$ cat config.mk
export PLATFORM = sky130hd
export DESIGN_NAME = tmr_cnt_unit
export DESIGN_NICKNAME = d
export VERILOG_FILES = /design/src/rtl/tmr_pkg.sv /design/src/rtl/tmr_prescaler.sv /design/src/rtl/tmr_edge_sync.sv /design/src/rtl/tmr_counter.sv /design/src/rtl/tmr_irq_mask.sv /design/src/rtl/tmr_cnt_unit.sv
export SDC_FILE = /design/constraint.sdc
export NUM_CORES = 1
export LEC_CHECK = 0
export CORE_MARGIN = 8
export CORE_UTILIZATION = 40
export CTS_CLUSTER_DIAMETER = 100
export DETAILED_ROUTE_END_ITERATION = 10
export GPL_TIMING_DRIVEN = 0
export PLACE_DENSITY_LB_ADDON = 0.2
export SYNTH_ARGS = -nofsm -noshare
export SYNTH_HDL_FRONTEND = slang
export SYNTH_SLANG_ARGS = --single-unit
$ cat constraint.sdc
create_clock -name clk -period 1.66 [get_ports clk]
set_input_delay 0.332 -clock clk [delete_from_list [all_inputs] [get_ports clk]]
set_output_delay 0.332 -clock clk [all_outputs]
set_load 0.03 [all_outputs]
$ cat src/rtl/tmr_pkg.sv
// Shared widths and types for the prescaled timer/counter.
// Assumes: the widths below fit a 4-bit controller peripheral.
package tmr_pkg;
    localparam int PRE_W      = 6;   // prescaler width, divides by 2**PRE_W
    localparam int CNT_W      = 4;   // main counter width
    localparam int SYNC_DEPTH = 2;   // synchronizer stages on the pin

    typedef enum logic {
        SRC_PRESCALE = 1'b0,         // counter stepped by prescaler overflow
        SRC_PIN      = 1'b1          // counter stepped by pin rising edges
    } cnt_src_e;
endpackage

$ cat src/rtl/tmr_prescaler.sv
// Free-running divider. It advances on every enabled cycle and flags the
// cycle in which it rolls over from all-ones to zero.
// Assumes: a clear has priority over counting, and it masks the rollover
//          flag in the same cycle.
module tmr_prescaler #(
    parameter int WIDTH = 6
) (
    input  logic clk,
    input  logic rst_n,
    input  logic tick_en,
    input  logic clear,
    output logic roll
);
    localparam logic [WIDTH-1:0] TOP = {WIDTH{1'b1}};

    logic [WIDTH-1:0] div_q;

    // Rollover is reported only for an enabled cycle that is not cleared.
    always_comb begin
        roll = tick_en && (div_q == TOP) && !clear;
    end

    // Division state: reset or clear to zero, else step when enabled.
    always_ff @(posedge clk) begin
        if (!rst_n) begin
            div_q <= '0;
        end else if (clear) begin
            div_q <= '0;
        end else if (tick_en) begin
            div_q <= div_q + WIDTH'(1);
        end
    end
endmodule

$ cat src/rtl/tmr_edge_sync.sv
// Brings an asynchronous pin into the clock domain through a chain of
// flops, then produces a one-cycle pulse for each 0-to-1 transition.
// Assumes: pin pulses are wider than one clock period.
module tmr_edge_sync #(
    parameter int DEPTH = 2
) (
    input  logic clk,
    input  logic rst_n,
    input  logic pin_async,
    output logic rise_pls
);
    logic [DEPTH-1:0] stage_q;
    logic             last_q;

    // First synchronizer stage captures the raw pin.
    always_ff @(posedge clk) begin
        if (!rst_n) begin
            stage_q[0] <= 1'b0;
        end else begin
            stage_q[0] <= pin_async;
        end
    end

    // Remaining stages repeat the same shift structure.
    for (genvar g = 1; g < DEPTH; g++) begin : g_stage
        always_ff @(posedge clk) begin
            if (!rst_n) begin
                stage_q[g] <= 1'b0;
            end else begin
                stage_q[g] <= stage_q[g-1];
            end
        end
    end

    // History flop of the synchronized level for edge detection.
    always_ff @(posedge clk) begin
        if (!rst_n) begin
            last_q <= 1'b0;
        end else begin
            last_q <= stage_q[DEPTH-1];
        end
    end

    // A rising edge is seen as old level low, new level high.
    always_comb begin
        rise_pls = stage_q[DEPTH-1] && !last_q;
    end
endmodule

$ cat src/rtl/tmr_counter.sv
// Loadable wrapping up-counter. It reports a wrap in the cycle whose step
// takes it from all-ones to zero.
// Assumes: load has priority over step; a step lost to a load is not
//          reported as a wrap.
module tmr_counter #(
    parameter int WIDTH = 4
) (
    input  logic             clk,
    input  logic             rst_n,
    input  logic             load,
    input  logic [WIDTH-1:0] load_data,
    input  logic             step,
    output logic [WIDTH-1:0] value,
    output logic             wrap
);
    localparam logic [WIDTH-1:0] TOP = {WIDTH{1'b1}};

    logic [WIDTH-1:0] val_q;

    // Wrap flag: a genuine step out of the top value.
    always_comb begin
        wrap = step && !load && (val_q == TOP);
    end

    // Counter state: reset, load or step.
    always_ff @(posedge clk) begin
        if (!rst_n) begin
            val_q <= '0;
        end else if (load) begin
            val_q <= load_data;
        end else if (step) begin
            val_q <= val_q + WIDTH'(1);
        end
    end

    // Expose the registered value.
    always_comb begin
        value = val_q;
    end
endmodule

$ cat src/rtl/tmr_irq_mask.sv
// Single mask flip-flop that both latches an interrupt and blocks further
// ones. It also issues a registered one-cycle request pulse.
// Assumes: software writes win over a wrap in the same cycle, and clear
//          wins over set.
module tmr_irq_mask (
    input  logic clk,
    input  logic rst_n,
    input  logic wrap,
    input  logic sw_set,
    input  logic sw_clr,
    output logic mask,
    output logic req
);
    logic mask_q;
    logic req_q;
    logic sw_write;
    logic take_irq;

    // Decide whether this cycle's wrap turns into a request.
    always_comb begin
        sw_write = sw_set || sw_clr;
        take_irq = wrap && !mask_q && !sw_write;
    end

    // Mask flip-flop update with software priority.
    always_ff @(posedge clk) begin
        if (!rst_n) begin
            mask_q <= 1'b0;
        end else if (sw_clr) begin
            mask_q <= 1'b0;
        end else if (sw_set) begin
            mask_q <= 1'b1;
        end else if (wrap) begin
            mask_q <= 1'b1;
        end
    end

    // Request pulse registered alongside the mask transition.
    always_ff @(posedge clk) begin
        if (!rst_n) begin
            req_q <= 1'b0;
        end else begin
            req_q <= take_irq;
        end
    end

    // Drive outputs from state.
    always_comb begin
        mask = mask_q;
        req  = req_q;
    end
endmodule

$ cat src/rtl/tmr_cnt_unit.sv
// Top of the timer/counter. It joins the prescaler, the pin edge detector,
// the loadable counter and the interrupt mask, and holds the mode flip-flop
// that selects the counter's step source.
// Assumes: all inputs except ext_pin are synchronous to clk.
module tmr_cnt_unit
    import tmr_pkg::*;
#(
    parameter int PRE_BITS   = PRE_W,
    parameter int CNT_BITS   = CNT_W,
    parameter int SYNC_STAGE = SYNC_DEPTH
) (
    input  logic                clk,
    input  logic                rst_n,
    input  logic                clk_en,
    input  logic                load_stb,
    input  logic [CNT_BITS-1:0] load_val,
    input  logic                mode_wr,
    input  logic                mode_val,
    input  logic                mask_set,
    input  logic                mask_clr,
    input  logic                ext_pin,
    output logic [CNT_BITS-1:0] cnt_q,
    output logic                mask_q,
    output logic                irq
);
    cnt_src_e src_q;
    logic     pre_roll;
    logic     pin_rise;
    logic     cnt_step;
    logic     cnt_wrap;

    // Mode flip-flop: chooses which event steps the counter.
    always_ff @(posedge clk) begin
        if (!rst_n) begin
            src_q <= SRC_PRESCALE;
        end else if (mode_wr) begin
            src_q <= cnt_src_e'(mode_val);
        end
    end

    // Step source selection by the current mode.
    always_comb begin
        cnt_step = (src_q == SRC_PIN) ? pin_rise : pre_roll;
    end

    tmr_prescaler #(
        .WIDTH   (PRE_BITS)
    ) u_presc (
        .clk     (clk),
        .rst_n   (rst_n),
        .tick_en (clk_en),
        .clear   (load_stb),
        .roll    (pre_roll)
    );

    tmr_edge_sync #(
        .DEPTH     (SYNC_STAGE)
    ) u_pin (
        .clk       (clk),
        .rst_n     (rst_n),
        .pin_async (ext_pin),
        .rise_pls  (pin_rise)
    );

    tmr_counter #(
        .WIDTH     (CNT_BITS)
    ) u_cnt (
        .clk       (clk),
        .rst_n     (rst_n),
        .load      (load_stb),
        .load_data (load_val),
        .step      (cnt_step),
        .value     (cnt_q),
        .wrap      (cnt_wrap)
    );

    tmr_irq_mask u_mask (
        .clk    (clk),
        .rst_n  (rst_n),
        .wrap   (cnt_wrap),
        .sw_set (mask_set),
        .sw_clr (mask_clr),
        .mask   (mask_q),
        .req    (irq)
    );
endmodule

==> flow_summary.toml, run 1 <==
[grt]
grt_pass1_vias = 585
grtUsageTotal_pct = 9.70
grt_max_degree = 11
grt_overflow = 0
antenna_found_initial = 0
grt_pass1_wl_mm = 2.51

[yosys]
syn-num-nets = 86
avgSynthCellArea_um2 = 9.45
ys_warn_count = 0
synth_seq_cells = 16
netlist_area_um2 = 671
seq_area_frac_synth_pct = 47.8
syn_inst = 71
synth_cell_type_count = 25

[setup_path]
timing.rr.start = "src_q$_SDFFE_PN0P_"
arrival_ns = 1.95
reg2regPathDepth = 5
worst_setup_path_start_kind = "input port"
critical_path_class = "input port to flop"
r2r-end = "u_cnt.value[0]$_SDFFE_PN0P_"
r2r_slack_ns = -0.05
end_kind = "flop"
cp_max_fo = 6
crit_slowest_cell = "or4b_4"
max_stage_delay_ns = 0.48
worst-path-buf-inv = 2
crit_chain = "dlygate4sd2_1, or3b_1, o31a_1, buf_6, or4b_4, nand3_2"
cp_top_family = "simple AND/OR/NAND/NOR gates"
critPathRequiredTime_ns = 1.90

[cts]
clk_pin_slew_ns = 0.10
root_buffer = "clkbuf_4"
clock_path_buffers = 2
clock_latency_ns = 0.29
numCtsBuffers = 3
htreeDepth = 1
cts_tree = "done"
cts.sink_count = 16

[timing]
slew_viol_final = 0
setup_ws_ns = -0.0565
rsz0062_at_grt = "true"
slew_headroom_pct = 77.9
hold_viol_final = 0
fin_skew_ns = 0.00877
min_period_over_period_pct = 103
tightestPinTransition_ns = 0.332
setup-tns-final_ns = -0.0624
setup_viol = 2
min_period_ns = 1.72
fmax_mhz = 583

[drt]
vias = 568
drtIter0Drc = 15
drtPass1Iterations = 4
wire_per_inst_um = 13.8
antenna_left = 0
drc_errors = 0
avgViaCountPerCell = 5.12
postRouteWirelength_mm = 1.53

[power_and_ir_drop]
net-switching-power_uw = 183
p_int_uw = 581
power_frac_comb_pct = 12.8
clkPwrFrac_pct = 33.5
seqPwrFrac_pct = 53.7
powerDensity_mw_per_mm2 = 807
leakage_uw = 0.000376
max-vdd-ir-drop_uv = 506
p_sw_share_pct = 23.9

[worst_hold_path]
min_from = "clk_en"
hold_depth = 3
hp-class = "input port to flop"
worstHoldEndpoint = "u_presc.div_q[1]$_SDFFE_PP0P_"

[finish]
final_layout_size_suffix_gt1_share_pct = 18.9
fillers = 144
area.growth.synth_to_final_pct = 41.0
antenna_cells = 0
final_nets = 111

[floorplan]
fp.coreArea_mm2 = 0.00154
die_x_um = 56.9
row_count = 14
dieArea_mm2 = 0.00324
ios = 19
initial_core_util_pct = 43.5
fp.dieH_um = 56.9

[run]
drv_cap = 0

[run_status]
violations = "setup timing"
status = "complete, but fails checks"

[place]
dp_hpwl_mm = 1.05
gp_congestion = 0.770
preCtsSetupSlack_ns = -0.705
io_buffers = 17
## cell usage in the layout, fill, tap and decap left out
master,synthesis,layout
buf_6,0,1
buf_4,0,2
nand4_1,2,2
clkdlybuf4s50_1,0,11
nor4_4,0,1
dfxtp_1,16,12
o21ai_1,0,1
dfxtp_2,0,4
nor2b_1,1,1
clkbuf_4,0,3
nor2_1,6,6
dlygate4sd2_1,0,6
nand2_1,4,4
nand3b_1,1,1
nand4b_1,1,1
o31a_1,1,1
a21oi_2,0,1
a21oi_1,3,2
xnor2_1,1,1
nand3_1,4,3
ha_2,0,1
or3_1,3,3
clkbuf_2,0,1
or4b_4,0,1
nand2b_1,1,1
clkbuf_8,0,1
a31oi_1,2,2
or3b_1,1,1
mux2i_1,3,3
and2_1,3,3
clkbuf_1,2,1
xor2_1,3,3
ha_1,2,1
inv_1,2,2
or4_4,1,1
nand3_2,0,1
o21ai_0,6,5
## power by group through the flow
| stage | combinational, µW | clock, µW | sequential, µW |
|---|---|---|---|
| after CTS | 95.7 | 267 | 409 |
| after detailed placement | 97.1 | 0 | 418 |
| after global routing | 108 | 289 | 413 |
| final | 97.5 | 256 | 410 |
| after global placement | 95.9 | 0 | 418 |
| after floorplan | 31.7 | 0 | 431 |
## tightest hold or removal path, delay by kind of cell
| family | cells | cell delay (ns) |
|---|---|---|
| AND/OR/NAND/NOR | 1 | 0.08 |
| multiplexers | 1 | 0.09 |
| buffers and inverters | 1 | 0.16 |
## cells by family after synthesis
| group | count (synthesis) | synth area share (%) |
|---|---|---|
| AOI/OAI and AO/OA | 12 | 9.89 |
| xor gates and xnor gates | 4 | 5.22 |
| adders and majority gates | 2 | 3.73 |
| buffers and inverters | 4 | 2.24 |
| DFF | 16 | 47.8 |
| muxes | 3 | 4.48 |
| and+or+nand+nor | 30 | 26.7 |
## Yosys cell counts
master	number	area share, %
clkbuf_1	2	1.1
inv_1	2	1.1
nand3b_1	1	1.1
o21ai_0	6	4.5
nor2_1	6	3.4
nand3_1	4	3.0
nand4b_1	1	1.3
or3b_1	1	1.3
a31oi_1	2	1.9
ha_1	2	3.7
nor2b_1	1	0.93
nand2_1	4	2.2
or3_1	3	2.8
or4_4	1	1.7
xor2_1	3	3.9
a21oi_1	3	2.2
nand2b_1	1	0.93
nand4_1	2	1.9
dfxtp_1	16	48
and2_1	3	2.8
nor4_2	1	1.9
or4b_1	1	1.5
xnor2_1	1	1.3
mux2i_1	3	4.5
o31a_1	1	1.3
## metrics by stage
| stage | cells | hold slack (ns) | cell area [µm²] | utilization, % | total power (µW) |
|---|---|---|---|---|---|
| floorplan | 71 | 0.405 | 672 | - | 463 |
| global placement | 104 | 0.415 | 862 | 55.9 | 514 |
| detailed placement | 104 | 0.422 | 862 | 55.9 | 515 |
| CTS | 111 | 0.393 | 923 | 59.9 | 772 |
| global route | 111 | 0.416 | 946 | 61.4 | 810 |
| finish | 111 | 0.410 | 946 | 61.4 | 763 |
## timing repair
| action | 4_1_cts | 5_1_grt |
|---|---|---|
| setup endpoints to repair | 10 | 5 |
| hold endpoints to repair | 0 | 0 |
| hold buffers | 0 | 0 |
| gates resized for setup | 11 | 6 |
| pin swaps | 5 | 3 |
| setup buffers | 3 | 0 |
## flip-flops by register name, summed over array words and instances (netlist names)
name	flops
u_presc.div_q	6
u_cnt.value	4
u_pin.stage_q	2
src_q	1
u_mask.mask	1
u_mask.req	1
u_pin.last_q	1
## layout make-up
type                       instances  area [µm²]  share of cell area [%]
timing repair buffer              20         189                    20.0
sequential                        16         325                    34.4
tap                               16        20.0                    2.12
clock buffer                       4        36.3                    3.84
buffer                             2        8.76                   0.926
multi-input combinational         51         359                    38.0
inverter                           2        7.51                   0.794
## how the worst max path moves through the flow
stage                                  startpoint                     endpoint  slack (ns)  cells past startpoint
CTS                            src_q$_SDFFE_PN0P_        u_mask.req$_SDFF_PN0_       -0.08                      4
finish                                   load_stb  u_cnt.value[0]$_SDFFE_PN0P_       -0.06                      6
global route        u_presc.div_q[5]$_SDFFE_PP0P_  u_cnt.value[0]$_SDFFE_PN0P_       -0.08                      5
global placement                         load_stb        u_mask.req$_SDFF_PN0_       -0.71                      5
floorplan                                load_stb        u_mask.req$_SDFF_PN0_       -0.09                      4
detailed placement                       load_stb        u_mask.req$_SDFF_PN0_       -0.71                      5
## layer usage
layer | GRT usage [%] | vias to the layer above | part of all wire (%)
met2 | 13.8 | 12 | 46
met1 | 11.7 | 254 | 47
li1 | - | 300 | -
met3 | 4.20 | 2 | 5.2
met5 | 0 | - | 0
met4 | 6.04 | 0 | 1.0
No activity file was read; power rests on OpenSTA's default activity.
==> run 2, diff against run 1 <==
- GPL_TIMING_DRIVEN: 0 -> 1
- MAX_ROUTING_LAYER: not set -> met4
- SLEW_MARGIN: not set -> 20
==> run 2 against run 1 <==
  * The flow still finishes with violations (setup timing)
  * First-iteration DRC count is 53% lower
  * Global-route usage is 1.0 points higher
  * Hold slack better by 0.034 ns
  * Critical path depth is 1 lower
  * Cell area is 6.6% higher
  * Count of clock-buffer cells in the layout stayed put
  * Clock skew is 0.0078 ns lower
  * Critical path type is now flop to flop
  * Critical endpoint is now u_cnt.value[2]$_SDFFE_PN0P_
  * Largest power group unchanged
==> flow_summary.toml, run 2 (synthesized netlist as in run 1, its figures left out) <==
[worst_hold_path]
worstHoldEndpoint = "u_pin.stage_q[1]$_SDFF_PN0_"
hold_depth = 1
hp-class = "flop to flop"
min_from = "u_pin.stage_q[0]$_SDFF_PN0_"

[finish]
stdcell_area_mm2 = 0.00101
instances_no_fill = 118
final_layout_size_suffix_gt1_share_pct = 22.5
largest_register_ffs = 6
area.growth.synth_to_final_pct = 50.4
final_nets = 118
antenna_cells = 0
final_common_cell = "dfxtp_1"
largest_register = "u_presc.div_q"
post-route-util_pct = 65.4
layout_common_cells = "dfxtp_1 (14), clkdlybuf4s50_1 (12), buf_4 (10), nor2_1 (6), dlygate4sd2_1 (6)"

[setup_path]
cp_max_fo = 6
worst_setup_path_start_kind = "flop"
r2r_slack_ns = -0.007
cp-startpoint = "u_presc.div_q[5]$_SDFFE_PP0P_"
crit_slowest_cell = "dfxtp_2"
crit_chain = "or3b_1, o31a_1, buf_6, or3_4, a31oi_4"
critical_path_class = "flop to flop"
reg2regPathDepth = 5
end_kind = "flop"
timing.rr.start = "u_presc.div_q[5]$_SDFFE_PP0P_"
critPathRequiredTime_ns = 1.88
r2r-end = "u_cnt.value[2]$_SDFFE_PN0P_"
max_stage_delay_ns = 0.34
arrival_ns = 1.88

[timing]
slew_headroom_pct = 68.6
min_period_over_period_pct = 100
fmax_mhz = 600
setup_viol = 1
rsz0062_at_grt = "true"
hold_viol_final = 0
fin_skew_ns = 0.000973
min_period_ns = 1.67
slew_viol_final = 0
tightestPinTransition_ns = 0.466
setup_ws_ns = -0.00680

[floorplan]
ios = 19
dieArea_mm2 = 0.00324
row_count = 14
initial_core_util_pct = 43.5
fp.coreArea_mm2 = 0.00154
fp.dieH_um = 56.9
die_x_um = 56.9

[drt]
vias = 611
antenna_left = 0
drtPass1Iterations = 4
drc_errors = 0
wire_per_inst_um = 13.6
postRouteWirelength_mm = 1.60
avgViaCountPerCell = 5.18
drtIter0Drc = 7

[cts]
numCtsBuffers = 3
clk_pin_slew_ns = 0.09
cts.sink_count = 16
cts_tree = "done"
clock_latency_ns = 0.28
root_buffer = "clkbuf_4"
clock_path_buffers = 2
htreeDepth = 1
cts_hold_buf = 0

[run_status]
violations = "setup timing"
status = "complete, but fails checks"

[grt]
grt_overflow = 0
grt_pass1_wl_mm = 2.79
grt_max_degree = 12
grt_pass1_vias = 642
antenna_found_initial = 0
grtUsageTotal_pct = 10.7

[power_and_ir_drop]
leakage_uw = 0.000412
powerDensity_mw_per_mm2 = 769
max-vdd-ir-drop_uv = 467

[place]
gp_congestion = 0.748
dp_cells = 113
place_area_um2 = 938
dp_hpwl_mm = 1.14
io_buffers = 18

[run]
drv_cap = 0
## run 2: report_power, final
group | internal (µW) | switching [µW]
Sequential | 398 | 11.2
Combinational | 57.8 | 52.5
Clock | 133 | 122
## run 2: what timing repair did
item                       CTS  global route
setup endpoints to repair   10             5
resized for setup            8             7
hold endpoints to repair     0             0
setup buffers                1             0
pin swaps                    7             4
## run 2: how the worst max path moves through the flow
stage	to	slack (ns)	cells after the start
6_report	u_cnt.value[2]$_SDFFE_PN0P_	-0.007	5
5_1_grt	u_cnt.value[0]$_SDFFE_PN0P_	-0.08	5
4_1_cts	u_cnt.value[0]$_SDFFE_PN0P_	-0.05	5
3_5_place_dp	u_mask.req$_SDFF_PN0_	-0.50	5
3_3_place_gp	u_mask.req$_SDFF_PN0_	-0.45	5
2_1_floorplan	u_mask.req$_SDFF_PN0_	-0.09	4
## run 2: final cells by class
| cell class | count | area [µm²] |
|---|---|---|
| clock buffer | 4 | 36.3 |
| fill | 138 | 533 |
| inverter | 2 | 7.51 |
| multi-input combinational | 51 | 363 |
| sequential | 16 | 323 |
| tap | 16 | 20.0 |
| timing repair buffer | 29 | 259 |
## run 2: worst max-delay path: cells and delay by family (launching register included)
family / cells / cell delay (ns)
AO/OA/AOI/OAI: 2 / 0.45
buffers and inverters: 1 / 0.13
flip-flops: 1 / 0.34
AND/OR/NAND/NOR: 2 / 0.67
## run 2: metrics by stage
stage	hold WS, ns	setup slack (ns)	power [µW]	setup TNS (ns)
finish	0.445	-0.00680	775	-0.00680
global route	0.467	-0.0773	806	-0.144
CTS	0.447	-0.0544	778	-0.0544
detailed placement	0.427	-0.499	526	-2.40
global placement	0.415	-0.449	524	-2.17
floorplan	0.405	-0.0860	463	-0.0860
## run 2: layer usage
metal	global-route usage, %	wire, µm	vias up
li1	-	-	316
met1	12.5	730	281
met2	16.7	791	12
met3	2.65	68	2
met4	5.37	10	0
met5	-	0	-
==> run 3, diff against run 2 <==
- SETUP_SLACK_MARGIN: not set -> 0.05
- TNS_END_PERCENT: not set -> 10
==> run 3 against run 2 <==
  * The run now ends clean
  * Register-to-register slack about the same
  * First-iteration DRC count up 14%
  * Critical path type unchanged
  * Non-clock buffer count unchanged
  * Wire length down 0.25%
  * Hold slack better by 0.0026 ns
==> flow_summary.toml, run 3 (synthesized netlist as in run 1, its figures left out) <==
[grt]
grt_pass1_vias = 643
grt_overflow = 0
grt_pass1_wl_mm = 2.78
grtUsageTotal_pct = 10.7
grt_max_degree = 12
antenna_found_initial = 0

[finish]
antenna_cells = 0
final_common_cell = "dfxtp_1"
seq_area_um2 = 323
post-route-util_pct = 64.8
largest_register = "u_presc.div_q"
final_layout_size_suffix_gt1_share_pct = 21.6
largest_register_ffs = 6
layout_common_cells = "dfxtp_1 (14), clkdlybuf4s50_1 (11), buf_4 (10), nor2_1 (6), dlygate4sd2_1 (6)"
area.growth.synth_to_final_pct = 48.9
fillers = 137
final_nets = 118
multiInputGateArea_um2 = 350

[drt]
drtIter0Drc = 8
vias = 611
antenna_left = 0
postRouteWirelength_mm = 1.60
drc_errors = 0
avgViaCountPerCell = 5.18
wire_per_inst_um = 13.5
drtPass1Iterations = 4

[power_and_ir_drop]
p_int_uw = 588
seqPwrFrac_pct = 52.9
leakage_uw = 0.000429
powerDensity_mw_per_mm2 = 774
clkPwrFrac_pct = 33.2
max-vdd-ir-drop_uv = 465
p_sw_share_pct = 23.9
power_frac_comb_pct = 13.9
finalPower_uw = 772
net-switching-power_uw = 185

[place]
io_buffers = 18
preCtsSetupSlack_ns = -0.499
gp_congestion = 0.748
dp_hpwl_mm = 1.14

[floorplan]
fp.dieH_um = 56.9
die_x_um = 56.9
fp.coreArea_mm2 = 0.00154
dieArea_mm2 = 0.00324
ios = 19
initial_core_util_pct = 43.5
row_count = 14

[timing]
rsz0062_at_grt = "true"
hold_slack_ns = 0.447
slew_headroom_pct = 77.5
setup_viol = 0
hold_viol_final = 0
min_period_ns = 1.66
fin_skew_ns = 0.00178
setup_ws_ns = 0.00147
tightestPinTransition_ns = 0.334
min_period_over_period_pct = 99.9
slew_viol_final = 0
setup-tns-final_ns = 0
fmax_mhz = 603

[setup_path]
arrival_ns = 1.89
crit_chain = "or3b_1, o31a_1, buf_6, or4b_1, nand3_1"
worst_setup_path_start_kind = "flop"
crit_slowest_cell = "or4b_1"
critical_path_class = "flop to flop"
end_kind = "flop"
cp_top_family = "simple AND/OR/NAND/NOR gates"
max_stage_delay_ns = 0.46
worst-path-buf-inv = 1
cp_max_fo = 6
critPathRequiredTime_ns = 1.89

[cts]
numCtsBuffers = 3
clock_latency_ns = 0.28
root_buffer = "clkbuf_4"
clk_pin_slew_ns = 0.09
cts.sink_count = 16
htreeDepth = 1
cts_hold_buf = 0
clock_path_buffers = 2
cts_tree = "done"

[worst_hold_path]
hp-class = "flop to flop"

[run]
drv_cap = 0

[run_status]
status = "complete, no violations"
==> run 3: timing repair <==
action	CTS	global route
endpoints found under the hold margin	0	0
buffers inserted	1	0
endpoints found under the setup margin	10	7
gates resized for setup	9	5
pin swaps	7	3
==> run 3: final timing paths <==
kind | start | endpoint | slack, ns | cells past startpoint
hold / removal | u_pin.stage_q[0]$_SDFF_PN0_ | u_pin.stage_q[1]$_SDFF_PN0_ | 0.45 | 1
hold reg to reg | u_pin.stage_q[0]$_SDFF_PN0_ | u_pin.stage_q[1]$_SDFF_PN0_ | 0.45 | 1
setup / recovery | u_presc.div_q[5]$_SDFFE_PP0P_ | u_cnt.value[0]$_SDFFE_PN0P_ | 0.001 | 5
setup reg to reg | u_presc.div_q[5]$_SDFFE_PP0P_ | u_cnt.value[0]$_SDFFE_PN0P_ | 0.001 | 5
==> run 3: power groups by stage <==
stage | sequential, µW | clock [µW] | combinational, µW
CTS | 408 | 265 | 106
detailed placement | 417 | 0 | 109
floorplan | 431 | 0 | 31.7
finish | 408 | 257 | 108
global route | 411 | 273 | 118
global placement | 416 | 0 | 108
==> run 3: through the flow <==
stage	cells	instance area [µm²]
floorplan	71	672
global placement	113	938
detailed placement	113	938
CTS	118	983
global route	118	998
finish	118	998
==> run 3: worst register-to-register path: cells and delay by family (launching register included) <==
kind	cells	cell delay, ns
AOI/OAI and AO/OA	1	0.27
and+or+nand+nor	3	0.86
DFF	1	0.34
buffers and inverters	1	0.14
==> run 3: routing by layer <==
layer	track usage [%]	part of all wire [%]
met3	2.65	4.4
met4	5.37	0.63
met5	-	0
met2	16.7	49
met1	12.3	46
==> run 3: area by class of cell <==
cell class,count,share of cell area [%]
flip-flops and latches,16,32.3
clock buffers,4,3.63
multi-input cells,51,35.1
well taps,16,2.01
repair buffers,29,26.2
inverters,2,0.752
